### src/rtl/strm_rx_pkg.sv
package strm_rx_pkg;
  localparam int WORD_W = 32;
  localparam int LANES  = WORD_W / 8;

  localparam logic [2:0] REG_DATA   = 3'd0;
  localparam logic [2:0] REG_STATUS = 3'd1;
  localparam logic [2:0] REG_CTRL   = 3'd2;
  localparam logic [2:0] REG_THRESH = 3'd3;
  localparam logic [2:0] REG_LEVEL  = 3'd4;

  typedef struct packed {
    logic              last;
    logic [LANES-1:0]  mask;
    logic [WORD_W-1:0] data;
  } fifoWord_t;

  typedef struct packed {
    logic pop;
    logic clear;
    logic acceptEn;
    logic dmaMode;
  } ctlStrobes_t;
endpackage

### src/rtl/strm_rx_datapath.sv
module strm_rx_datapath
  import strm_rx_pkg::*;
#(
  parameter int TDATA_W = 8,
  parameter int DEPTH   = 16,
  parameter int LVL_W   = 5
) (
  input  logic               clk,
  input  logic               rstN,
  input  ctlStrobes_t        ctl,
  input  logic [TDATA_W-1:0] sTdata,
  input  logic               sTvalid,
  input  logic               sTlast,
  output logic               sTready,
  output fifoWord_t          head,
  output logic               empty,
  output logic               full,
  output logic [LVL_W-1:0]   level,
  output logic               mTvalid
);
  localparam int BEATS = WORD_W / TDATA_W;
  localparam int BYTES = TDATA_W / 8;
  localparam int IDX_W = (BEATS > 1) ? $clog2(BEATS) : 1;
  localparam int PTR_W = (DEPTH > 1) ? $clog2(DEPTH) : 1;

  // packer state
  logic [WORD_W-1:0] accData, newData;
  logic [LANES-1:0]  accMask, newMask;
  logic [IDX_W-1:0]  lane;
  logic              beatFire, wordDone, pushWord;

  assign beatFire = sTvalid & sTready;

  always_comb begin
    newData = accData;
    newMask = accMask;
    for (int i = 0; i < BEATS; i++) begin
      if (lane == IDX_W'(i)) begin
        newData[i*TDATA_W +: TDATA_W] = sTdata;
        newMask[i*BYTES +: BYTES]     = '1;
      end
    end
  end

  generate
    if (BEATS == 1) begin : g_wide
      assign wordDone = 1'b1;
    end else begin : g_narrow
      assign wordDone = (lane == IDX_W'(BEATS - 1));
    end
  endgenerate

  assign pushWord = beatFire & (wordDone | sTlast);

  always_ff @(posedge clk or negedge rstN) begin
    if (!rstN) begin
      accData <= '0;
      accMask <= '0;
      lane    <= '0;
    end else if (ctl.clear) begin
      accData <= '0;
      accMask <= '0;
      lane    <= '0;
    end else if (beatFire) begin
      if (pushWord) begin
        accData <= '0;
        accMask <= '0;
        lane    <= '0;
      end else begin
        accData <= newData;
        accMask <= newMask;
        lane    <= lane + 1'b1;
      end
    end
  end

  // word FIFO
  fifoWord_t        mem [DEPTH];
  logic [PTR_W-1:0] wrPtr, rdPtr;
  logic [LVL_W-1:0] count;
  logic             doPop;

  assign doPop = ctl.pop & ~empty;

  function automatic logic [PTR_W-1:0] nextPtr(input logic [PTR_W-1:0] p);
    return (p == PTR_W'(DEPTH - 1)) ? '0 : p + 1'b1;
  endfunction

  always_ff @(posedge clk) begin
    if (pushWord) begin
      mem[wrPtr] <= '{last: sTlast, mask: newMask, data: newData};
    end
  end

  always_ff @(posedge clk or negedge rstN) begin
    if (!rstN) begin
      wrPtr <= '0;
      rdPtr <= '0;
      count <= '0;
    end else if (ctl.clear) begin
      wrPtr <= '0;
      rdPtr <= '0;
      count <= '0;
    end else begin
      if (pushWord) wrPtr <= nextPtr(wrPtr);
      if (doPop)    rdPtr <= nextPtr(rdPtr);
      case ({pushWord, doPop})
        2'b10:   count <= count + 1'b1;
        2'b01:   count <= count - 1'b1;
        default: count <= count;
      endcase
    end
  end

  assign head    = mem[rdPtr];
  assign empty   = (count == '0);
  assign full    = (count == LVL_W'(DEPTH));
  assign level   = count;
  assign sTready = ctl.acceptEn & ~full;
  assign mTvalid = ctl.dmaMode & ~empty;
endmodule

### src/rtl/strm_rx_control.sv
module strm_rx_control
  import strm_rx_pkg::*;
#(
  parameter int LVL_W      = 5,
  parameter int THRESH_RST = 1
) (
  input  logic              clk,
  input  logic              rstN,
  input  logic [2:0]        cpuAddr,
  input  logic              cpuWrEn,
  input  logic [31:0]       cpuWrData,
  input  logic              cpuRdEn,
  input  fifoWord_t         head,
  input  logic              empty,
  input  logic              full,
  input  logic [LVL_W-1:0]  level,
  input  logic              mTready,
  output ctlStrobes_t       ctl,
  output logic [31:0]       cpuRdData,
  output logic              irq
);
  logic             enable, dmaMode, clrPulse;
  logic [31:0]      threshold;
  logic             lastFlag;
  logic [LANES-1:0] lastMask;
  logic             popReq;

  assign popReq = dmaMode ? mTready : (cpuRdEn && cpuAddr == REG_DATA);

  assign ctl.pop      = popReq & ~empty & ~clrPulse;
  assign ctl.clear    = clrPulse;
  assign ctl.acceptEn = enable & ~clrPulse;
  assign ctl.dmaMode  = dmaMode;

  always_ff @(posedge clk or negedge rstN) begin
    if (!rstN) begin
      enable    <= 1'b0;
      dmaMode   <= 1'b0;
      clrPulse  <= 1'b0;
      threshold <= 32'(THRESH_RST);
    end else begin
      clrPulse <= 1'b0;
      if (cpuWrEn && cpuAddr == REG_CTRL) begin
        enable   <= cpuWrData[0];
        clrPulse <= cpuWrData[1];
        dmaMode  <= cpuWrData[2];
      end
      if (cpuWrEn && cpuAddr == REG_THRESH) begin
        threshold <= cpuWrData;
      end
    end
  end

  always_ff @(posedge clk or negedge rstN) begin
    if (!rstN) begin
      lastFlag <= 1'b0;
      lastMask <= '0;
    end else if (clrPulse) begin
      lastFlag <= 1'b0;
      lastMask <= '0;
    end else if (ctl.pop) begin
      lastFlag <= head.last;
      lastMask <= head.mask;
    end
  end

  always_comb begin
    case (cpuAddr)
      REG_DATA:   cpuRdData = empty ? 32'd0 : head.data;
      REG_STATUS: cpuRdData = {24'd0, lastMask, 1'b0, lastFlag, full, empty};
      REG_CTRL:   cpuRdData = {29'd0, dmaMode, 1'b0, enable};
      REG_THRESH: cpuRdData = threshold;
      REG_LEVEL:  cpuRdData = 32'(level);
      default:    cpuRdData = 32'd0;
    endcase
  end

  assign irq = (32'(level) >= threshold);
endmodule

### src/rtl/strm_rx_buffer.sv
module strm_rx_buffer
  import strm_rx_pkg::*;
#(
  parameter int TDATA_W    = 8,
  parameter int DEPTH      = 16,
  parameter int THRESH_RST = 1
) (
  input  logic               clk,
  input  logic               rstN,
  input  logic [TDATA_W-1:0] sTdata,
  input  logic               sTvalid,
  output logic               sTready,
  input  logic               sTlast,
  output logic [31:0]        mTdata,
  output logic [3:0]         mTkeep,
  output logic               mTlast,
  output logic               mTvalid,
  input  logic               mTready,
  input  logic [2:0]         cpuAddr,
  input  logic               cpuWrEn,
  input  logic [31:0]        cpuWrData,
  input  logic               cpuRdEn,
  output logic [31:0]        cpuRdData,
  output logic               irq
);
  localparam int LVL_W = $clog2(DEPTH + 1);

  ctlStrobes_t      ctl;
  fifoWord_t        head;
  logic             empty, full;
  logic [LVL_W-1:0] level;

  strm_rx_datapath #(.TDATA_W(TDATA_W), .DEPTH(DEPTH), .LVL_W(LVL_W)) i_dp (
    .clk(clk), .rstN(rstN), .ctl(ctl),
    .sTdata(sTdata), .sTvalid(sTvalid), .sTlast(sTlast), .sTready(sTready),
    .head(head), .empty(empty), .full(full), .level(level), .mTvalid(mTvalid)
  );

  strm_rx_control #(.LVL_W(LVL_W), .THRESH_RST(THRESH_RST)) i_ctl (
    .clk(clk), .rstN(rstN),
    .cpuAddr(cpuAddr), .cpuWrEn(cpuWrEn), .cpuWrData(cpuWrData), .cpuRdEn(cpuRdEn),
    .head(head), .empty(empty), .full(full), .level(level), .mTready(mTready),
    .ctl(ctl), .cpuRdData(cpuRdData), .irq(irq)
  );

  assign mTdata = head.data;
  assign mTkeep = head.mask;
  assign mTlast = head.last;
endmodule

### config.mk
export PLATFORM = sky130hd
export DESIGN_NAME = strm_rx_buffer
export DESIGN_NICKNAME = d
export VERILOG_FILES = /design/src/rtl/strm_rx_pkg.sv /design/src/rtl/strm_rx_datapath.sv /design/src/rtl/strm_rx_control.sv /design/src/rtl/strm_rx_buffer.sv
export SDC_FILE = /design/constraint.sdc
export NUM_CORES = 1
export LEC_CHECK = 0
export BUFFER_PORTS_ARGS = -buffer_cell sky130_fd_sc_hd__buf_4
export CAP_MARGIN = 20
export CORE_MARGIN = 8
export CORE_UTILIZATION = 61
export DETAILED_ROUTE_END_ITERATION = 10
export GPL_ROUTABILITY_DRIVEN = 0
export GPL_TIMING_DRIVEN = 0
export PLACE_DENSITY = 0.9
export SYNTH_ARGS = -nofsm -noshare
export SYNTH_HDL_FRONTEND = slang
export SYNTH_SLANG_ARGS = --single-unit
### constraint.sdc
create_clock -name clk -period 7.9 [get_ports clk]
set_input_delay 0 -clock clk [delete_from_list [all_inputs] [get_ports clk]]
set_output_delay 0 -clock clk [all_outputs]
set_load 0.05 [all_outputs]
; Yosys cells after proc, flatten, opt, wreduce, memory -nomap -nowiden
; Memories as Yosys holds them, arrays and structs flattened.
; Cells that the tools add are included.
[word_totals]
ff_bits = 91
ram_bits = 592
input_bits = 50
out_inout_bits = 72
elab_cells = 89
n_memories = 1
[memory_table]
columns = memory, words, width, rd, rd_ports_with_merged_regs, write_ports, line_no
row1 = i_dp.mem, 16, 37, 1, 0, 1, strm_rx_datapath.sv:78  ; fifoWord_t mem [DEPTH];
[op_classes]
n_addsub = 5
n_lt_le_gt_ge = 1
n_eq_ne = 12
n_mux = 35
bitwise = 12
reduce_logical = 11
[ops]
columns = cell, count
row1 = $pmux 32 s5, 1
row2 = $mux 32, 4
row3 = $mux 4, 11
row4 = $ge 5x32->1, 1
row5 = $mux 8, 4
row6 = $mux 1, 10
row7 = $pmux 5 s2, 1
row8 = $add 4x1->4 const B, 2
row9 = $and 1x1->1, 8
row10 = $eq 4x4->1 const B, 2
row11 = $reduce_bool 2->1, 4
row12 = $eq 2x2->1 const B, 3
row13 = $eq 3x2->1 const B, 2
row14 = $mux 2, 3
row15 = $add 5x1->5 const B, 1
row16 = $eq 5x5->1 const B, 1
row17 = $logic_not 5->1, 1
row18 = $mux 5, 1
row19 = $sub 5x1->5 const B, 1
row20 = $eq 2x1->1 const B, 2
row21 = $eq 3x1->1 const B, 1
row22 = $eq 3x3->1 const B, 1
row23 = $logic_and 1x1->1, 3
row24 = $logic_not 3->1, 1
row25 = other kinds (5), 7

; Longest topological paths before layout
[depth]
ltp_word = 9
ltp_mapped = 14
depth_no_buf = 11

; By module
; Synthesis repeated with hierarchy kept, for this count alone.
[unflattened]
cells_unflattened = 1499
hier_area_um2 = 27557.7
[modules_own_cells]
columns = module, n_inst, cells_each, area_each_um2, seq_area_each_um2
row1 = strm_rx_datapath, 1, 1309, 25165.4, 19053.3
row2 = strm_rx_control, 1, 190, 2392.3, 1002.2

; Worst setup path after synthesis
; OpenSTA, ideal clock, no wires.
[synth_timing]
path_kind = register to register
from = register i_dp.lane[0]
to = memory i_dp.mem[11][0] in the netlist's numbering, enable pin
setup_time_ps = 524
arrival_ps = 4941
t_required_ps = 7376
setup_slack_ps = 2435
stages_incl_launch_ff = 7
n_path_buf = 2
period_less_slack_ps = 5465
path_cell_list = dfrtp_1 -> ha_1 -> clkbuf_1 -> o21ba_2 -> o2111ai_1 -> buf_2 -> nor4_1
[synth_via]
elab_chain_cells = 5
[synth_rtl]
columns = element, line_no
row1 = from (decl), strm_rx_datapath.sv:29  ; logic [IDX_W-1:0] lane;
row2 = from (signal assigned), strm_rx_datapath.sv:72  ; lane <= lane + 1'b1;
row3 = $eq 2x2->1, strm_rx_datapath.sv:49  ; assign wordDone = (lane == IDX_W'(BEATS - 1));
row4 = $or 1x1->1, strm_rx_datapath.sv:53  ; assign pushWord = beatFire & (wordDone | sTlast);
row5 = $and 1x1->1, strm_rx_datapath.sv:53
row6 = $mux 1, strm_rx_datapath.sv:90  ; if (pushWord) begin
row7 = $mux 1 (not written as such), strm_rx_datapath.sv:91  ; mem[wrPtr] <= '{last: sTlast, mask: newMask, data: newData};
row8 = to (decl), strm_rx_datapath.sv:78
; No other way between the ends.

; Worst setup path in the final report
[layout_timing]
from = register i_dp.rdPtr[2]
to = output port cpuRdData[6]
[layout_via]
elab_chain_cells = 3
[layout_rtl]
columns = element, line_no
row1 = from (decl), strm_rx_datapath.sv:79  ; logic [PTR_W-1:0] wrPtr, rdPtr;
row2 = from (signal assigned), strm_rx_datapath.sv:106  ; if (doPop) rdPtr <= nextPtr(rdPtr);
row3 = $mem_v2 16x37, n/a
row4 = $mux 32, strm_rx_control.sv:69  ; REG_DATA: cpuRdData = empty ? 32'd0 : head.data;
row5 = $pmux 32 s5, strm_rx_control.sv:68  ; case (cpuAddr)
row6 = to (decl), strm_rx_buffer.sv:23  ; output logic [31:0] cpuRdData,
; No other way between the ends.

==> impl_metrics.prom <==
# TYPE chip_impl_metric gauge
chip_impl_metric{name="critPathArrivalTime",unit="ns"} 4.59
chip_impl_metric{name="timing.final.setup_violations",unit=""} 0
chip_impl_metric{name="crit_cells",unit=""} 8
chip_impl_info{name="crit_type",value="flop to output port"} 1
chip_impl_info{name="outcome",value="finished, violations left"} 1
chip_impl_metric{name="synth_enable_flop_cells",unit=""} 592
chip_impl_metric{name="static-leakage-power",unit="µW"} 0.0111
chip_impl_metric{name="crit_path_max_fanout",unit=""} 10
chip_impl_metric{name="timing.final.crit_share",unit=""} 0.581
chip_impl_info{name="yosysMostFrequentCell",value="sky130_fd_sc_hd__edfxtp_1"} 1
chip_impl_info{name="hp-start",value="sTdata[2]"} 1
chip_impl_metric{name="numCtsBuffers",unit=""} 61
chip_impl_metric{name="final.setup.worst_slack",unit="ns"} 3.31
chip_impl_metric{name="layout_min_cycle_time",unit="ns"} 4.59
chip_impl_metric{name="detail_route.vias_per_cell",unit=""} 7.60
chip_impl_metric{name="dieWidth",unit="µm"} 227
chip_impl_metric{name="design.core.area",unit="µm²"} 44000
chip_impl_metric{name="reg2reg_setup_slack",unit="ns"} 3.58
chip_impl_metric{name="internal-power",unit="µW"} 7670
chip_impl_info{name="worst_hold_path_type",value="input pin to flop"} 1
chip_impl_info{name="critPathSlowestCell",value="sky130_fd_sc_hd__clkbuf_1"} 1
chip_impl_metric{name="p_per_area",unit="nW/µm²"} 391
chip_impl_metric{name="cts_sink_cnt",unit=""} 683
chip_impl_metric{name="cp.buffers_inverters",unit=""} 3
chip_impl_metric{name="portBuffers",unit=""} 120
chip_impl_metric{name="final_antenna_net_count",unit=""} 0
chip_impl_metric{name="number_of_global_route_vias_before_repair",unit=""} 17512
chip_impl_metric{name="syn-num-nets",unit=""} 1417
chip_impl_metric{name="synth_area",unit="µm²"} 27100
chip_impl_metric{name="share_clk_of_total_power",unit=""} 0.251
chip_impl_metric{name="worst_slew_slack_as_a_fraction_of_its_limit",unit=""} 0.178
chip_impl_info{name="min_delay_worst_endpoint",value="i_dp.mem[2][2]"} 1
chip_impl_metric{name="seq_power_share",unit=""} 0.378
chip_impl_metric{name="globalRoute.totalOverflow",unit=""} 0
chip_impl_metric{name="holdBufCountCts",unit=""} 43
chip_impl_metric{name="async_flop_share",unit=""} 0.133
chip_impl_info{name="top_cells_by_instance_count_after_synthesis",value="sky130_fd_sc_hd__edfxtp_1, sky130_fd_sc_hd__mux4_2, sky130_fd_sc_hd__dfrtp_1"} 1
chip_impl_metric{name="initial_util",unit=""} 0.615
chip_impl_metric{name="syn_avg_cell_area",unit="µm²"} 20.1
chip_impl_metric{name="finish.net_count",unit=""} 1673
chip_impl_metric{name="clock_latency",unit="ns"} 0.65
chip_impl_metric{name="largest_net_degree_at_the_start_of_global_routing",unit=""} 67
chip_impl_metric{name="detail_route.wirelength",unit="mm"} 87.4
chip_impl_info{name="timing.critical_path.from_type",value="flop"} 1
chip_impl_metric{name="combinationalPowerShare",unit=""} 0.371
chip_impl_metric{name="vdd_ir_max",unit="µV"} 237
chip_impl_metric{name="report.final.hold_viol_count",unit=""} 0
chip_impl_info{name="synthTopCellsByArea",value="sky130_fd_sc_hd__edfxtp_1, sky130_fd_sc_hd__mux4_2, sky130_fd_sc_hd__dfrtp_1, sky130_fd_sc_hd__mux2_2, sky130_fd_sc_hd__a22oi_1"} 1
chip_impl_metric{name="finClkSkew",unit="ns"} 0.0253
chip_impl_metric{name="num_rows",unit=""} 77
chip_impl_metric{name="highest_attainable_clock_frequency",unit="MHz"} 218
chip_impl_metric{name="cts_max_level",unit=""} 2
chip_impl_metric{name="r2r_cells",unit=""} 14
chip_impl_metric{name="setup_total_negative_slack",unit="ns"} 0
chip_impl_info{name="cell_by_cell_listing_of_the_critical_path",value="and2_1 -> clkbuf_1 -> clkbuf_1 -> a22oi_1 -> nand2_1 -> nand2_1 -> o21ai_0 -> buf_4"} 1
chip_impl_metric{name="synth.yosys.seq_area_share",unit=""} 0.741
chip_impl_metric{name="pre_cts_slack",unit="ns"} 3.91
chip_impl_info{name="r2r_start",value="i_dp.lane[0]"} 1
chip_impl_info{name="grt_setup_unrepaired",value="false"} 1
chip_impl_metric{name="fin_hold_ws",unit="ns"} 0.0344
chip_impl_metric{name="yosysWarningCount",unit=""} 0
chip_impl_info{name="failed_checks",value="design-rule violations"} 1
chip_impl_metric{name="power_switching",unit="µW"} 4740
chip_impl_metric{name="io_pins",unit=""} 122
chip_impl_metric{name="track_usage",unit=""} 0.339
chip_impl_info{name="synth_top_cell_by_area",value="sky130_fd_sc_hd__edfxtp_1"} 1
chip_impl_metric{name="layout-drive-gt1-share",unit=""} 0.312
chip_impl_metric{name="synthDistinctLibCells",unit=""} 52
chip_impl_metric{name="timing.hold.worst_path_depth",unit=""} 2
chip_impl_metric{name="maxSlewViolCount",unit=""} 0
chip_impl_metric{name="synth_cells",unit=""} 1349
chip_impl_info{name="clock_tree_from_tritoncts",value="done"} 1
chip_impl_metric{name="postSynthRegisterBits",unit=""} 683
chip_impl_metric{name="sw_frac_of_total",unit=""} 0.382
chip_impl_metric{name="grt_pass1_wl",unit="mm"} 122
chip_impl_info{name="cts_root_buffer",value="sky130_fd_sc_hd__clkbuf_16"} 1
chip_impl_metric{name="drc",unit=""} 8
chip_impl_metric{name="vias",unit=""} 17135
chip_impl_metric{name="first_pass_iters",unit=""} 11
chip_impl_info{name="synth-main-ff-cell",value="sky130_fd_sc_hd__edfxtp_1"} 1
chip_impl_metric{name="postCtsSetupBuffers",unit=""} 0
chip_impl_metric{name="initialDrtViolationCount",unit=""} 3273
chip_impl_info{name="worst_r2r_endpoint",value="i_dp.level[4]"} 1
chip_impl_metric{name="layout.filler_cells",unit=""} 2214
chip_impl_metric{name="timing_worst_slew_pin_value",unit="ns"} 1.22
chip_impl_metric{name="post_dp_hpwl",unit="mm"} 48.5
chip_impl_metric{name="place.detailed.instances",unit=""} 2089
chip_impl_metric{name="cts_max_path_buffers",unit=""} 3
chip_impl_metric{name="synth.top_cell.area_share",unit=""} 0.656
chip_impl_info{name="family_with_the_most_delay_on_the_worst_path",value="buffers and inverters"} 1
chip_impl_metric{name="layout.cells.non_filler",unit=""} 2256
chip_impl_metric{name="cap_viol_max_count",unit=""} 0
chip_impl_metric{name="die_h",unit="µm"} 227
chip_impl_metric{name="critPathRequiredTime",unit="ns"} 7.90
chip_impl_metric{name="number_of_antenna_violations_at_the_first_check_in_global_routing",unit=""} 8
chip_impl_metric{name="routedWlPerCell",unit="µm"} 38.7
chip_impl_metric{name="flow.area_growth_from_synthesis",unit="%"} 17.0
chip_impl_info{name="critical_path.endpoint_type",value="output port"} 1
chip_impl_metric{name="path_clk_slew",unit="ns"} 0.07
chip_impl_metric{name="cts_resized",unit=""} 0
chip_impl_metric{name="critical-path-max-stage-delay",unit="ns"} 0.84
chip_impl_metric{name="floorplan.die_area",unit="µm²"} 51400
-- per-layer routing --
layer / vias to the layer above / routed length, µm / share of wire / GRT usage
met5: - / 19 / 0.00022 / 0
met4: 2 / 8040 / 0.092 / 0.248
met3: 641 / 14400 / 0.17 / 0.138
met2: 2137 / 39800 / 0.46 / 0.524
met1: 8271 / 25100 / 0.29 / 0.379
li1: 6084 / - / - / -
-- sequential cells by signal, indices dropped and copies added (netlist names) --
name and flops:
i_dp.mem 592, i_ctl.threshold 32, i_dp.accData 32, i_dp.level 5, i_ctl.lastMask 4, i_dp.accMask 4
i_dp.rdPtr 4, i_dp.wrPtr 4, i_dp.lane 2, i_ctl.clrPulse 1, i_ctl.dmaMode 1, i_ctl.enable 1
i_ctl.lastFlag 1
-- cell usage in the layout (no fill, tap or decap), types with 3 or more instances in the layout --
cell type / instances
sky130_fd_sc_hd__mux4_2: 148
sky130_fd_sc_hd__nand2_1: 55
sky130_fd_sc_hd__clkinv_2: 8
sky130_fd_sc_hd__clkbuf_8: 8
sky130_fd_sc_hd__buf_12: 15
sky130_fd_sc_hd__clkbuf_16: 61
sky130_fd_sc_hd__buf_6: 10
sky130_fd_sc_hd__mux2_2: 69
sky130_fd_sc_hd__diode_2: 6
sky130_fd_sc_hd__a22o_1: 57
sky130_fd_sc_hd__nor2_1: 19
sky130_fd_sc_hd__nor2b_1: 6
sky130_fd_sc_hd__a221o_1: 4
sky130_fd_sc_hd__mux2i_1: 7
sky130_fd_sc_hd__edfxtp_1: 592
sky130_fd_sc_hd__nor3_1: 6
sky130_fd_sc_hd__xor2_1: 4
sky130_fd_sc_hd__buf_4: 132
sky130_fd_sc_hd__a22o_2: 3
sky130_fd_sc_hd__and3_2: 8
sky130_fd_sc_hd__or2_2: 4
sky130_fd_sc_hd__dfrtp_1: 90
sky130_fd_sc_hd__dlygate4sd3_1: 43
sky130_fd_sc_hd__buf_2: 21
sky130_fd_sc_hd__nor3b_1: 4
sky130_fd_sc_hd__buf_1: 10
sky130_fd_sc_hd__and2_2: 6
sky130_fd_sc_hd__a22oi_1: 77
sky130_fd_sc_hd__o21ai_0: 16
sky130_fd_sc_hd__inv_1: 14
sky130_fd_sc_hd__nor4_1: 7
sky130_fd_sc_hd__clkbuf_1: 59
sky130_fd_sc_hd__nand2b_1: 4
sky130_fd_sc_hd__a21oi_1: 15
sky130_fd_sc_hd__and2_1: 3
sky130_fd_sc_hd__clkinv_1: 9
sky130_fd_sc_hd__bufinv_16: 7
sky130_fd_sc_hd__ha_1: 18
-- logic make-up after synthesis --
family,count (synthesis),synth area share
fa+ha+maj,18,0.00832
simple gates,138,0.0259
flops,683,0.741
xor+xnor,6,0.00194
buf+inv,95,0.0164
compound gates,185,0.0526
mux,224,0.154
-- power groups by stage --
stage	clock network [µW]	registers, µW	logic [µW]
after detailed placement	0	4720	4260
after CTS	3040	4670	4400
after floorplan	0	4650	2820
final	3110	4690	4600
after global routing	3210	4690	4670
after global placement	0	4700	4060
-- metrics by stage --
| stage | area [µm²] | utilization | total power [µW] |
|---|---|---|---|
| 3_3_place_gp | 28700 | 0.652 | 8750 |
| 4_1_cts | 31700 | 0.719 | 12100 |
| 5_1_grt | 31700 | 0.720 | 12600 |
| 3_5_place_dp | 29200 | 0.662 | 8980 |
| 6_report | 31700 | 0.720 | 12400 |
| 2_1_floorplan | 27100 | - | 7470 |
-- area by class of cell --
cell class / instances / area (µm²) / area share
Inverter: 14 / 52.6 / 0.00166
Multi-Input combinational cell: 571 / 6620 / 0.209
Tap cell: 592 / 741 / 0.0234
Sequential cell: 683 / 20100 / 0.633
Antenna cell: 6 / 15.0 / 0.000474
Buffer: 81 / 390 / 0.0123
Timing Repair Buffer: 193 / 1770 / 0.0559
Clock inverter: 30 / 350 / 0.0111
Clock buffer: 86 / 1700 / 0.0537
-- worst max path at each step --
stage	start	end	slack, ns
after floorplan	i_dp.lane[0]	i_dp.mem[11][0]	2.44
after global placement	i_dp.lane[0]	i_dp.mem[3][28]	-2.06
after detailed placement	i_dp.lane[0]	i_dp.level[4]	3.91
after CTS	i_dp.lane[0]	i_dp.level[4]	3.79
after global routing	i_dp.rdPtr[2]	cpuRdData[6]	3.47
final	i_dp.rdPtr[2]	cpuRdData[6]	3.31
No activity file was read; power rests on OpenSTA's default activity.
